## src/rtl/tfg_pkg.sv

```systemverilog
package tfg_pkg;
  typedef enum logic [1:0] {
    SRC_PIN   = 2'b00,
    SRC_PHASE = 2'b01,
    SRC_RSV2  = 2'b10,
    SRC_RSV3  = 2'b11
  } src_sel_e;

  localparam int unsigned SEL_W = 2;
endpackage

```

## src/rtl/tfg_sync.sv

```systemverilog
module tfg_sync #(
  parameter int unsigned STAGES  = 2,
  parameter logic        RST_VAL = 1'b1
) (
  input  logic clk,
  input  logic rst,
  input  logic d,
  output logic q
);
  logic [STAGES-1:0] chain;

  genvar s;
  generate
    for (s = 0; s < STAGES; s++) begin : g_stage
      if (s == 0) begin : g_first
        always_ff @(posedge clk) begin
          if (rst) chain[s] <= RST_VAL;
          else     chain[s] <= d;
        end
      end else begin : g_next
        always_ff @(posedge clk) begin
          if (rst) chain[s] <= RST_VAL;
          else     chain[s] <= chain[s-1];
        end
      end
    end
  endgenerate

  assign q = chain[STAGES-1];
endmodule

```

## src/rtl/tfg_src_mux.sv

```systemverilog
module tfg_src_mux
  import tfg_pkg::*;
(
  input  logic [SEL_W-1:0] src_sel,
  input  logic             pin_level_n,
  input  logic             phase_sync_n,
  output logic             disable_n
);
  always_comb begin
    unique case (src_sel)
      SRC_PHASE: disable_n = phase_sync_n;
      default:   disable_n = pin_level_n;
    endcase
  end
endmodule

```

## src/rtl/tfg_mask_reg.sv

```systemverilog
module tfg_mask_reg #(
  parameter int unsigned WIDTH = 32
) (
  input  logic             clk,
  input  logic             rst,
  input  logic             wr_en,
  input  logic [WIDTH-1:0] wr_data,
  output logic [WIDTH-1:0] mask_q
);
  always_ff @(posedge clk) begin
    if (rst)        mask_q <= '0;
    else if (wr_en) mask_q <= wr_data;
  end
endmodule

```

## src/rtl/tfg_pin_gate.sv

```systemverilog
module tfg_pin_gate #(
  parameter int unsigned WIDTH = 32
) (
  input  logic             clk,
  input  logic             rst,
  input  logic             disable_n,
  input  logic [WIDTH-1:0] mask,
  input  logic [WIDTH-1:0] data_in,
  output logic [WIDTH-1:0] data_q,
  output logic [WIDTH-1:0] oe_q
);
  genvar i;
  generate
    for (i = 0; i < WIDTH; i++) begin : g_pin
      always_ff @(posedge clk) begin
        if (rst) begin
          oe_q[i]   <= 1'b1;
          data_q[i] <= 1'b0;
        end else begin
          oe_q[i]   <= disable_n | ~mask[i];
          data_q[i] <= data_in[i];
        end
      end
    end
  endgenerate
endmodule

```

## src/rtl/tmr_fault_gate.sv

```systemverilog
module tmr_fault_gate
  import tfg_pkg::*;
#(
  parameter int unsigned NUM_PINS    = 32,
  parameter int unsigned SYNC_STAGES = 2
) (
  input  logic                clk,
  input  logic                rst,
  input  logic [SEL_W-1:0]    src_sel,
  input  logic                pin_fault_n,
  input  logic                phase_err,
  input  logic                wr_en,
  input  logic [NUM_PINS-1:0] wr_data,
  input  logic [NUM_PINS-1:0] tmr_out,
  output logic [NUM_PINS-1:0] pin_out,
  output logic [NUM_PINS-1:0] pin_oe
);
  logic                phase_sync_n;
  logic                disable_n;
  logic [NUM_PINS-1:0] mask_q;

  // Phase error is active high: invert ahead of the synchronizer so the
  // chain carries the active-low level and resets to "no fault".
  tfg_sync #(
    .STAGES (SYNC_STAGES),
    .RST_VAL(1'b1)
  ) u_sync (
    .clk(clk),
    .rst(rst),
    .d  (~phase_err),
    .q  (phase_sync_n)
  );

  tfg_src_mux u_mux (
    .src_sel     (src_sel),
    .pin_level_n (pin_fault_n),
    .phase_sync_n(phase_sync_n),
    .disable_n   (disable_n)
  );

  tfg_mask_reg #(
    .WIDTH(NUM_PINS)
  ) u_mask (
    .clk    (clk),
    .rst    (rst),
    .wr_en  (wr_en),
    .wr_data(wr_data),
    .mask_q (mask_q)
  );

  tfg_pin_gate #(
    .WIDTH(NUM_PINS)
  ) u_gate (
    .clk      (clk),
    .rst      (rst),
    .disable_n(disable_n),
    .mask     (mask_q),
    .data_in  (tmr_out),
    .data_q   (pin_out),
    .oe_q     (pin_oe)
  );
endmodule

```

## config.mk

```make
export PLATFORM = sky130hd
export DESIGN_NAME = tmr_fault_gate
export DESIGN_NICKNAME = d
export VERILOG_FILES = /design/src/rtl/tfg_pkg.sv /design/src/rtl/tfg_sync.sv /design/src/rtl/tfg_src_mux.sv /design/src/rtl/tfg_mask_reg.sv /design/src/rtl/tfg_pin_gate.sv /design/src/rtl/tmr_fault_gate.sv
export SDC_FILE = /design/constraint.sdc
export NUM_CORES = 1
export LEC_CHECK = 0
export ABC_AREA = 0
export BUFFER_PORTS_ARGS = -buffer_cell sky130_fd_sc_hd__clkbuf_2
export CAP_MARGIN = 20
export CELL_PAD_IN_SITES_DETAIL_PLACEMENT = 1
export CELL_PAD_IN_SITES_GLOBAL_PLACEMENT = 1
export CORE_UTILIZATION = 38
export DETAILED_ROUTE_END_ITERATION = 7
export PLACE_DENSITY = 0.84
export SLEW_MARGIN = 10
export SYNTH_ARGS = -nofsm -noshare
export SYNTH_HDL_FRONTEND = slang
export SYNTH_SLANG_ARGS = --single-unit
```

## constraint.sdc

```tcl
create_clock -name clk -period 1.9 [get_ports clk]
set_input_delay 0.38 -clock clk [delete_from_list [all_inputs] [get_ports clk]]
set_output_delay 0.38 -clock clk [all_outputs]
set_load 0.01 [all_outputs]
```

==> results.md, run 1 <==
* Fin crit period at 1200 ps
* Net count, final at around 450
* DRC at 0
* Worst min path class: input pin to register
* Most common library cell in the layout ignoring fill and taps: clkbuf_2
* Htree depth at 3
* Clk_skew at 13.8 ps
* Worst slew pin tran at 602 ps
* Largest net degree at the start of global routing at 66
* Metal2 WL at 3510 um
* Setup TNS at 0 ps
* IO Count at 135
* Hold_buf cts at 0
* Top layer in use: met4
* Clk sink count at just under 100
* Slowest CP cell: dfxtp_1
* CTS tree: yes
* Global Route Usage Sum at 0.168
* Setup Crit Path Kind: register to output pin
* Initial antenna violation count at 0
* Syn nets at around 330
* DR WL/cell at 14.3 um
* Worst-skew pair later-pin latency at 350 ps
* FF-to-FF Start: u_sync.q
* Vias at 2312
* CP Max Fanout at 1
* Root Buffer: clkbuf_8
* Metal3 WL at 578 um
* Crit path DAT at just over 800 ps
* YS warnings at 0
* Die Wd at between 90 and 100 um
* Final WL at 6960 um
* Routed Antenna Nets at 0
* Setup WS pre-CTS at 507 ps
* Worst path top cell family by delay: flip-flops
* Max-Cap Viols at 0
* Detailed Routing Iterations Pass 1 at 4
* Hold Violations, Final at 0
* Design Power at about 0.0037 W
* Status: finished clean
* RD Place Congestion at 0.696
* Vias in the first global route at 2344
* WP buf/inv at 1
* Post-CTS Setup Bufs at 0
* First-pass GRT wire length at 11000 um
* Yosys cell types at 16
* Die Height at between 90 and 100 um
* CTS Buf Count at 9
* Register area share after synthesis at 0.633
* FF+latch count, synth at 98
* Startpoint types: register
* Lkg Pwr at ~1.8 nW
* CP peak stage delay at 340 ps
* Unrepaired setup endpoints after global routing: false
* Worst-path clk slew at about 100 ps
* PostCTS Resize Cnt at 0
* Critical path data required time at about 1500 ps
* Synth Cell Area at 3100 um^2
* Metal-1 WL at 2770 um
* Relative slew slack at 0.598
* Critical Path Source: u_gate.oe_q[19]
* Post-synthesis area per instance at between 10 and 15 um^2
* Number of fill cells in the layout at 900
* Slew Viols, Final at 0
* Crit end category: output pin
* Crit-path cells: clkbuf_2
* Initial DRC Count at 56
* Starting Density at 0.397
* PortBufs at 134
* Area growth from synthesis to layout at 27.4%
* Count of final setup violators at 0
* Tcrit/Tclk final at 0.633
* Row count at 32
* DIE AREA at 8520 um^2
* VDD IR max at 0.457 mV
* Post-route core utilization at 0.506
* Commonest non-fill, non-tap cells in the layout: 134 x clkbuf_2, 98 x dfxtp_1, 32 x nor2b_1, 32 x mux2i_1, 32 x nor2_1
* Highest Clock Rate at roughly 830 MHz
* Core Area at 7810 um^2
* PwrDens at 930 nW/um^2
* Hold path start: phase_err
* Overflow after GRT at 0
* Diodes inserted at 0
* Vias/cell at approximately 4.7
* Longest Clk Path Bufs at 2
* Post-DP HPWL at 4760 um
* Post-Syn Instances at 256
* Layout cells sized above 1 at 0.409
* Worst setup margin at 698 ps
==> final timing paths <==
path | to | slack, ps | cells after the start
setup reg to reg | u_gate.oe_q[23] | 850 | 3
hold reg to reg | u_gate.oe_q[19] | 400 | 1
setup / recovery | pin_oe[19] | 700 | 1
hold / removal | u_sync.chain[0] | 190 | 2
==> cell usage after synthesis <==
cell | instances | share of area
clkbuf_1 | 4 | 0.0048
clkbuf_8 | 1 | 0.0044
o2111ai_1 | 30 | 0.085
buf_6 | 6 | 0.022
nand2_1 | 1 | 0.0012
nor2_1 | 32 | 0.039
mux2i_1 | 32 | 0.10
dfxtp_1 | 98 | 0.63
inv_2 | 1 | 0.0012
nor2b_1 | 33 | 0.067
or2_2 | 1 | 0.0020
buf_2 | 8 | 0.013
inv_1 | 1 | 0.0012
o2111ai_2 | 2 | 0.0097
nand3b_1 | 1 | 0.0024
buf_4 | 5 | 0.012
==> layout make-up <==
type / count / area (um^2) / share of cell area
inverters: 2 / 7.51 / 0.00190
flip-flops and latches: 98 / 1960 / 0.497
clock buffers: 10 / 128 / 0.0323
clock inverters: 5 / 32.5 / 0.00824
well taps: 102 / 128 / 0.0323
multi-input cells: 132 / 960 / 0.243
repair buffers: 139 / 733 / 0.186
==> report_power, final <==
| group | internal [W] | total [W] | switching, W |
|---|---|---|---|
| Combinational | 0.000164 | 0.000351 | 0.000187 |
| Sequential | 0.00215 | 0.00218 | 0.0000362 |
| Clock | 0.000465 | 0.00114 | 0.000672 |
==> sequential cells by signal, summed over array words and instances, names as in the netlist <==
name,flops
u_sync.chain,1
u_gate.oe_q,32
u_gate.data_q,32
u_sync.q,1
u_mask.mask_q,32
==> kinds of logic (layout without fill, tap and decap cells) <==
group                  count (synthesis)  count (layout)  synth area share
buffers and inverters                 26             156            0.0585
AO/OA/AOI/OAI                         32              32            0.0944
multiplexers                          32              32             0.103
flip-flops                            98              98             0.633
AND/OR/NAND/NOR                       68              68             0.111
==> metal layers <==
layer	up-vias	track usage
met4	0	0.0664
li1	1128	-
met3	8	0.0591
met5	-	0
met1	1083	0.180
met2	93	0.301
==> through the flow <==
| stage | hold WS (ps) | cells | instance area, um^2 |
|---|---|---|---|
| after global placement | 380 | 473 | 3790 |
| final | 195 | 488 | 3950 |
| after detailed placement | 383 | 473 | 3790 |
| after CTS | 182 | 488 | 3950 |
| after global routing | 207 | 488 | 3950 |
| after floorplan | 374 | 256 | 3100 |
Power figures use the tool's default switching activity.
==> inputs of run 2 (changes only) <==
- CORE_UTILIZATION: 38 -> 35
- PLACE_DENSITY: 0.84 -> 0.78
- clock period: 1.9 -> 1.2 ns (I/O delays scaled with it)
==> run 2 against run 1 <==
Net effect:
- die area rose by 8.4%
- cell area grew 3.1%
- clock skew fell by 2.2 ps
- sequential share of layout area shrank 1.5 points
- final cell count up 1.4%
- power increased by 72%
- count of clock-buffer cells in the layout increased by 1
- hold slack got worse by 140 ps
- utilization decreased by 2.0 points
- largest power group unchanged
==> results.md, run 2 (synthesis gave the netlist of run 1 again) <==
* Setup crit end: pin_oe[7]
* Die Wd at 96.1 um (+4.1%)
* Diodes inserted at 0 (unchanged)
* WP buf/inv at 1 (unchanged)
* Post-route core utilization at 0.486 (-0.0202)
* FF-to-FF Start: u_sync.q
* Final WL at 7040 um (+1.2%)
* Core Area at 8380 um^2 (+7.4%)
* Longest Clk Path Bufs at 2 (unchanged)
* Worst slew pin tran at 300 ps (-302 ps)
* Hold_buf cts at 0 (unchanged)
* CP peak stage delay at 350 ps (about the same)
* CTS Buf Count at 9 (unchanged)
* PortBufs at 134 (unchanged)
* Htree depth at 3 (unchanged)
* IO Count at 135 (unchanged)
* Crit path DAT at 820 ps (about the same)
* Max-Cap Viols at 0 (unchanged)
* CTS tree: yes
* Vias in the first global route at 2500 (+6.7%)
* Clk_skew at 11.5 ps (-2.24 ps)
* PostCTS Resize Cnt at 0 (unchanged)
* Starting Density at 0.370 (-0.0272)
* Net count, final at 457 (+0.88%)
* Relative slew slack at 0.800 (+0.202)
* Root Buffer: clkbuf_8
* Vias at 2384 (+3.1%)
* Crit end category: output pin
* Area of the multi-input gates at 965 um^2 (+0.52%)
* Vias/cell at 4.82 (+1.7%)
* Post-DP HPWL at 4940 um (+3.8%)
* Highest Clock Rate at 941 MHz
* Worst-path clk slew at 90 ps (about the same)
* Overflow after GRT at 0 (unchanged)
* Hold path cells at 2 (unchanged)
* CP Max Fanout at 1 (unchanged)
* Critical path data required time at 960 ps (-560 ps)
* Most common library cell in the layout ignoring fill and taps: clkbuf_2
* Setup slack, reg-to-reg at 260 ps (-590 ps)
* Unrepaired setup endpoints after global routing: false
* Placed instance area at 3850 um^2 (+1.7%)
* Initial DRC Count at 40 (-29%)
* Stages on worst setup path at 1 (unchanged)
* Worst-skew pair later-pin latency at 340 ps (about the same)
* Row count at 33 (+3.1%)
* Area growth from synthesis to layout at 31.3%
* Setup Crit Path Kind: register to output pin
* Tcrit/Tclk final at 0.886
* Crit-path cells: clkbuf_2
* Largest net degree at the start of global routing at 33 (-50%)
* Design Power at 0.00633 W (+72%)
* FF+latch area at 1960 um^2 (unchanged)
* Worst min path class: input pin to register
* Top flop regs: u_gate.data_q: 32 flops, u_gate.oe_q: 32 flops, u_mask.mask_q: 32 flops
* VDD IR max at 0.892 mV (+95%)
* Hold Violations, Final at 0 (unchanged)
* DR WL/cell at 14.2 um (-0.28%)
* Clk sink count at 98 (unchanged)
* Startpoint types: register
* DIE AREA at 9240 um^2 (+8.4%)
* Fin crit period at 1060 ps
* Initial antenna violation count at 0 (unchanged)
* Placed Cells at 480 (+1.5%)
* Reg2Reg Depth at 3 (unchanged)
* First-pass GRT wire length at 11400 um (+3.8%)
* RD Place Congestion at 0.704 (+1.1%)
* Die Height at 96.1 um (+4.1%)
* RR Endpoint: u_gate.oe_q[20]
* Layout cells sized above 1 at 0.415 (+0.00606)
* Status: finished clean
* DRC at 0 (unchanged)
* Count of final setup violators at 0 (unchanged)
* Commonest non-fill, non-tap cells in the layout: 134 x clkbuf_2, 98 x dfxtp_1, 32 x nor2b_1, 32 x mux2i_1, 32 x nor2_1
* Critical Path Source: u_gate.oe_q[7]
* Global Route Usage Sum at 0.162 (-0.00594)
* Slew Viols, Final at 0 (unchanged)
* Worst path top cell family by delay: flip-flops
* Post-CTS Setup Bufs at 0 (unchanged)
* Design area at 4070 um^2 (+3.1%)
* Lkg Pwr at 1.88 nW (+3.5%)
* PwrDens at 1560 nW/um^2 (+67%)
* Number of fill cells in the layout at 958 (+6.4%)
* Routed Antenna Nets at 0 (unchanged)
* Setup TNS at 0 ps (unchanged)
* Slowest CP cell: dfxtp_1
* Detailed Routing Iterations Pass 1 at 4 (unchanged)
* Final std cells w/o fill at 495 (+1.4%)
[run 2: area by class of cell]
class,count,share of cell area
Sequential cell,98,0.482
Inverter,2,0.00184
Clock buffer,11,0.0347
Multi-Input combinational cell,132,0.237
Clock inverter,4,0.0187
Timing Repair Buffer,143,0.194
Tap cell,105,0.0323
[run 2: worst min path at each step]
| stage | startpoint | to |
|---|---|---|
| 3_5_place_dp | u_mask.mask_q[3] | u_gate.oe_q[3] |
| 6_report | phase_err | u_sync.chain[0] |
| 3_3_place_gp | u_mask.mask_q[8] | u_gate.oe_q[8] |
| 4_1_cts | phase_err | u_sync.chain[0] |
| 2_1_floorplan | phase_err | u_sync.chain[0] |
| 5_1_grt | phase_err | u_sync.chain[0] |
[run 2: per-stage QoR]
| step | hold slack [ps] | worst slack [ps] |
|---|---|---|
| after floorplan | 309 | 326 |
| after global placement | 383 | 188 |
| after detailed placement | 388 | 151 |
| after CTS | 38.6 | 96.5 |
| after global routing | 36.1 | 74.2 |
| final | 57.3 | 137 |
[run 2: layer usage]
layer	part of all wire	routed length [um]	vias to the layer above	global-route usage
met5	0	0	-	0
met3	0.094	660	4	0.0679
met1	0.41	2900	1142	0.181
li1	-	-	1143	-
met2	0.49	3410	95	0.271
met4	0.0092	65	0	0.0672
[run 2: where the power goes]
group | internal [W] | leakage [nW] | total [W] | switching (W)
Clock | 0.00123 | 0.106 | 0.00230 | 0.00107
Combinational | 0.000279 | 0.962 | 0.000581 | 0.000302
Sequential | 0.00340 | 0.808 | 0.00346 | 0.0000546
Total | 0.00491 | 1.88 | 0.00633 | 0.00143
==> inputs of run 3 (changes only) <==
--- a/config.mk
+++ b/config.mk
@@ -14,4 +14,5 @@
 export DETAILED_ROUTE_END_ITERATION = 7
 export PLACE_DENSITY = 0.78
+export SETUP_SLACK_MARGIN = 0.3
 export SLEW_MARGIN = 10
 export SYNTH_ARGS = -nofsm -noshare
==> constraint.sdc (replaced) <==
create_clock -name clk -period 1.2 [get_ports clk]
set_input_delay 0.24 -clock clk [delete_from_list [all_inputs] [get_ports clk]]
set_output_delay 0.24 -clock clk [all_outputs]
set_load 0.05 [all_outputs]
==> run 3 against run 2 <==
Net effect:
- clock skew is 1.1 ps higher
- utilization rose by 17 points
- setup slack got worse by 60 ps
- wire length is 50% higher
- critical path type unchanged
- global-route usage increased by 6.7 points
- clock power is 4% higher
- hold slack improved by 9.7 ps
- critical path depth is the same
- first-iteration DRC count fell by 15%
- combinational power increased by 120%
- power rose by 13%
==> results.md, run 3 (synthesis gave the netlist of run 1 again) <==
* Row count at 33 (unchanged)
* Detailed Routing Iterations Pass 1 at 4 (unchanged)
* Setup Crit Path Kind: register to output pin
* Starting Density at 0.370 (unchanged)
* Max-Cap Viols at 0 (unchanged)
* Commonest non-fill, non-tap cells in the layout: 70 x clkbuf_2, 65 x dfxtp_2, 38 x buf_8, 33 x dfxtp_1
* Hold Violations, Final at 0 (unchanged)
* Root Buffer: clkbuf_8
* Status: finished clean
* Startpoint types: register
* Worst-skew pair later-pin latency at 350 ps (about the same)
* Unrepaired setup endpoints after global routing: true
* VDD IR max at 0.749 mV (-16%)
* Design Power at 0.00718 W (+13%)
* Crit-path cells: buf_8
* Final WL at 10600 um (+50%)
* Net count, final at 464 (+1.5%)
* Clk sink count at 98 (unchanged)
* Most common library cell in the layout ignoring fill and taps: clkbuf_2
* Routed Antenna Nets at 0 (unchanged)
* PortBufs at 134 (unchanged)
* Global Route Usage Sum at 0.229 (+0.0672)
* Setup slack, reg-to-reg at 110 ps (-150 ps)
* Slew Viols, Final at 0 (unchanged)
* DRC at 0 (unchanged)
* Worst path top cell family by delay: flip-flops
* Count of final setup violators at 0 (unchanged)
* CTS Buf Count at 9 (unchanged)
* Setup TNS at 0 ps (unchanged)
* Post-DP HPWL at 4940 um (unchanged)
* Area growth from synthesis to layout at 77.2%
* Layout cells sized above 1 at 0.660 (+0.245)
* Overflow after GRT at 0 (unchanged)
* Crit end category: output pin
* RD Place Congestion at 0.704 (unchanged)
* Die Height at 96.1 um (unchanged)
* DR WL/cell at 21.0 um (+48%)
* Crit path DAT at 880 ps (+60 ps)
* Clk_skew at 12.6 ps (+1.08 ps)
* Initial antenna violation count at 0 (unchanged)
* Gr busiest metal: met2
* GR Layer Usage met2 at 0.415 (+0.144)
* PwrDens at 1310 nW/um^2 (-16%)
* First-pass GRT wire length at 15300 um (+35%)
* Lkg Pwr at 2.29 nW (+22%)
* Worst-path clk slew at 100 ps (about the same)
* CTS tree: yes
* Longest Clk Path Bufs at 2 (unchanged)
* Highest Clock Rate at 890 MHz (-5.4%)
* IO Count at 135 (unchanged)
* Diodes inserted at 0 (unchanged)
* Met1 usage at 0.230 (+0.0485)
* Worst slew pin tran at 356 ps (+55.8 ps)
* Relative slew slack at 0.763 (-0.0372)
* CP Max Fanout at 1 (unchanged)
* CP peak stage delay at 370 ps (+20 ps)
* Hold_buf cts at 0 (unchanged)
* Worst min path class: input pin to register
* Slowest CP cell: dfxtp_2
* Tcrit/Tclk final at 0.936 (+0.0502)
* Largest net degree at the start of global routing at 33 (unchanged)
* Fin crit period at 1120 ps (+60.2 ps)
* Routing usage on met3 at 0.0932 (+0.0253)
* Die Wd at 96.1 um (unchanged)
* Vias in the first global route at 2875 (+15%)
* Top flop regs: u_gate.data_q: 32 flops, u_gate.oe_q: 32 flops, u_mask.mask_q: 32 flops
* Core Area at 8380 um^2 (unchanged)
* Critical path data required time at 960 ps (about the same)
* Initial DRC Count at 34 (-15%)
* Vias/cell at 5.01 (+4.1%)
* WP buf/inv at 1 (unchanged)
* Vias at 2516 (+5.5%)
* Htree depth at 3 (unchanged)
* DIE AREA at 9240 um^2 (unchanged)
[run 3: path summary, 6_finish.rpt]
kind | from | end | depth (start not counted)
max | u_gate.oe_q[15] | pin_oe[15] | 1
min | phase_err | u_sync.chain[0] | 2
max reg2reg | u_sync.q | u_gate.oe_q[0] | 5
min reg2reg | u_mask.mask_q[7] | u_gate.oe_q[7] | 1
[run 3: per-layer routing]
metal | vias up | routed length (um)
li1 | 1159 | -
met1 | 1236 | 3760
met2 | 109 | 5720
met3 | 12 | 918
met4 | 0 | 160
met5 | - | 0
[run 3: timing repair]
action | in CTS | in global routing
resized for setup | 233 | 68
setup endpoints to repair | 74 | 96
gates cloned | 2 | 1
setup buffers | 3 | 1
pin swaps | 10 | 19
[run 3: metrics by stage]
step	utilization	hold slack [ps]	worst slack, ps	cell area (um^2)	cells
2_1_floorplan	-	309	326	3100	256
3_3_place_gp	0.460	383	188	3850	480
3_5_place_dp	0.460	388	151	3850	480
4_1_cts	0.620	38.6	63.8	5200	500
5_1_grt	0.655	55.1	46.7	5490	502
6_report	0.655	67.0	76.9	5490	502
[run 3: cell type report]
cell class	instances	area (um^2)
repair buffers	150	1820
multi-input cells	132	1270
inverters	2	7.51
clock inverters	4	76.3
well taps	105	131
fillers	771	2890
clock buffers	11	141
flip-flops and latches	98	2040
[run 3: power by group]
group / internal (W) / switching (W) / total [W]
clock: 0.00123 / 0.00116 / 0.00239
combinational: 0.000581 / 0.000676 / 0.00126
sequential: 0.00342 / 0.000119 / 0.00354
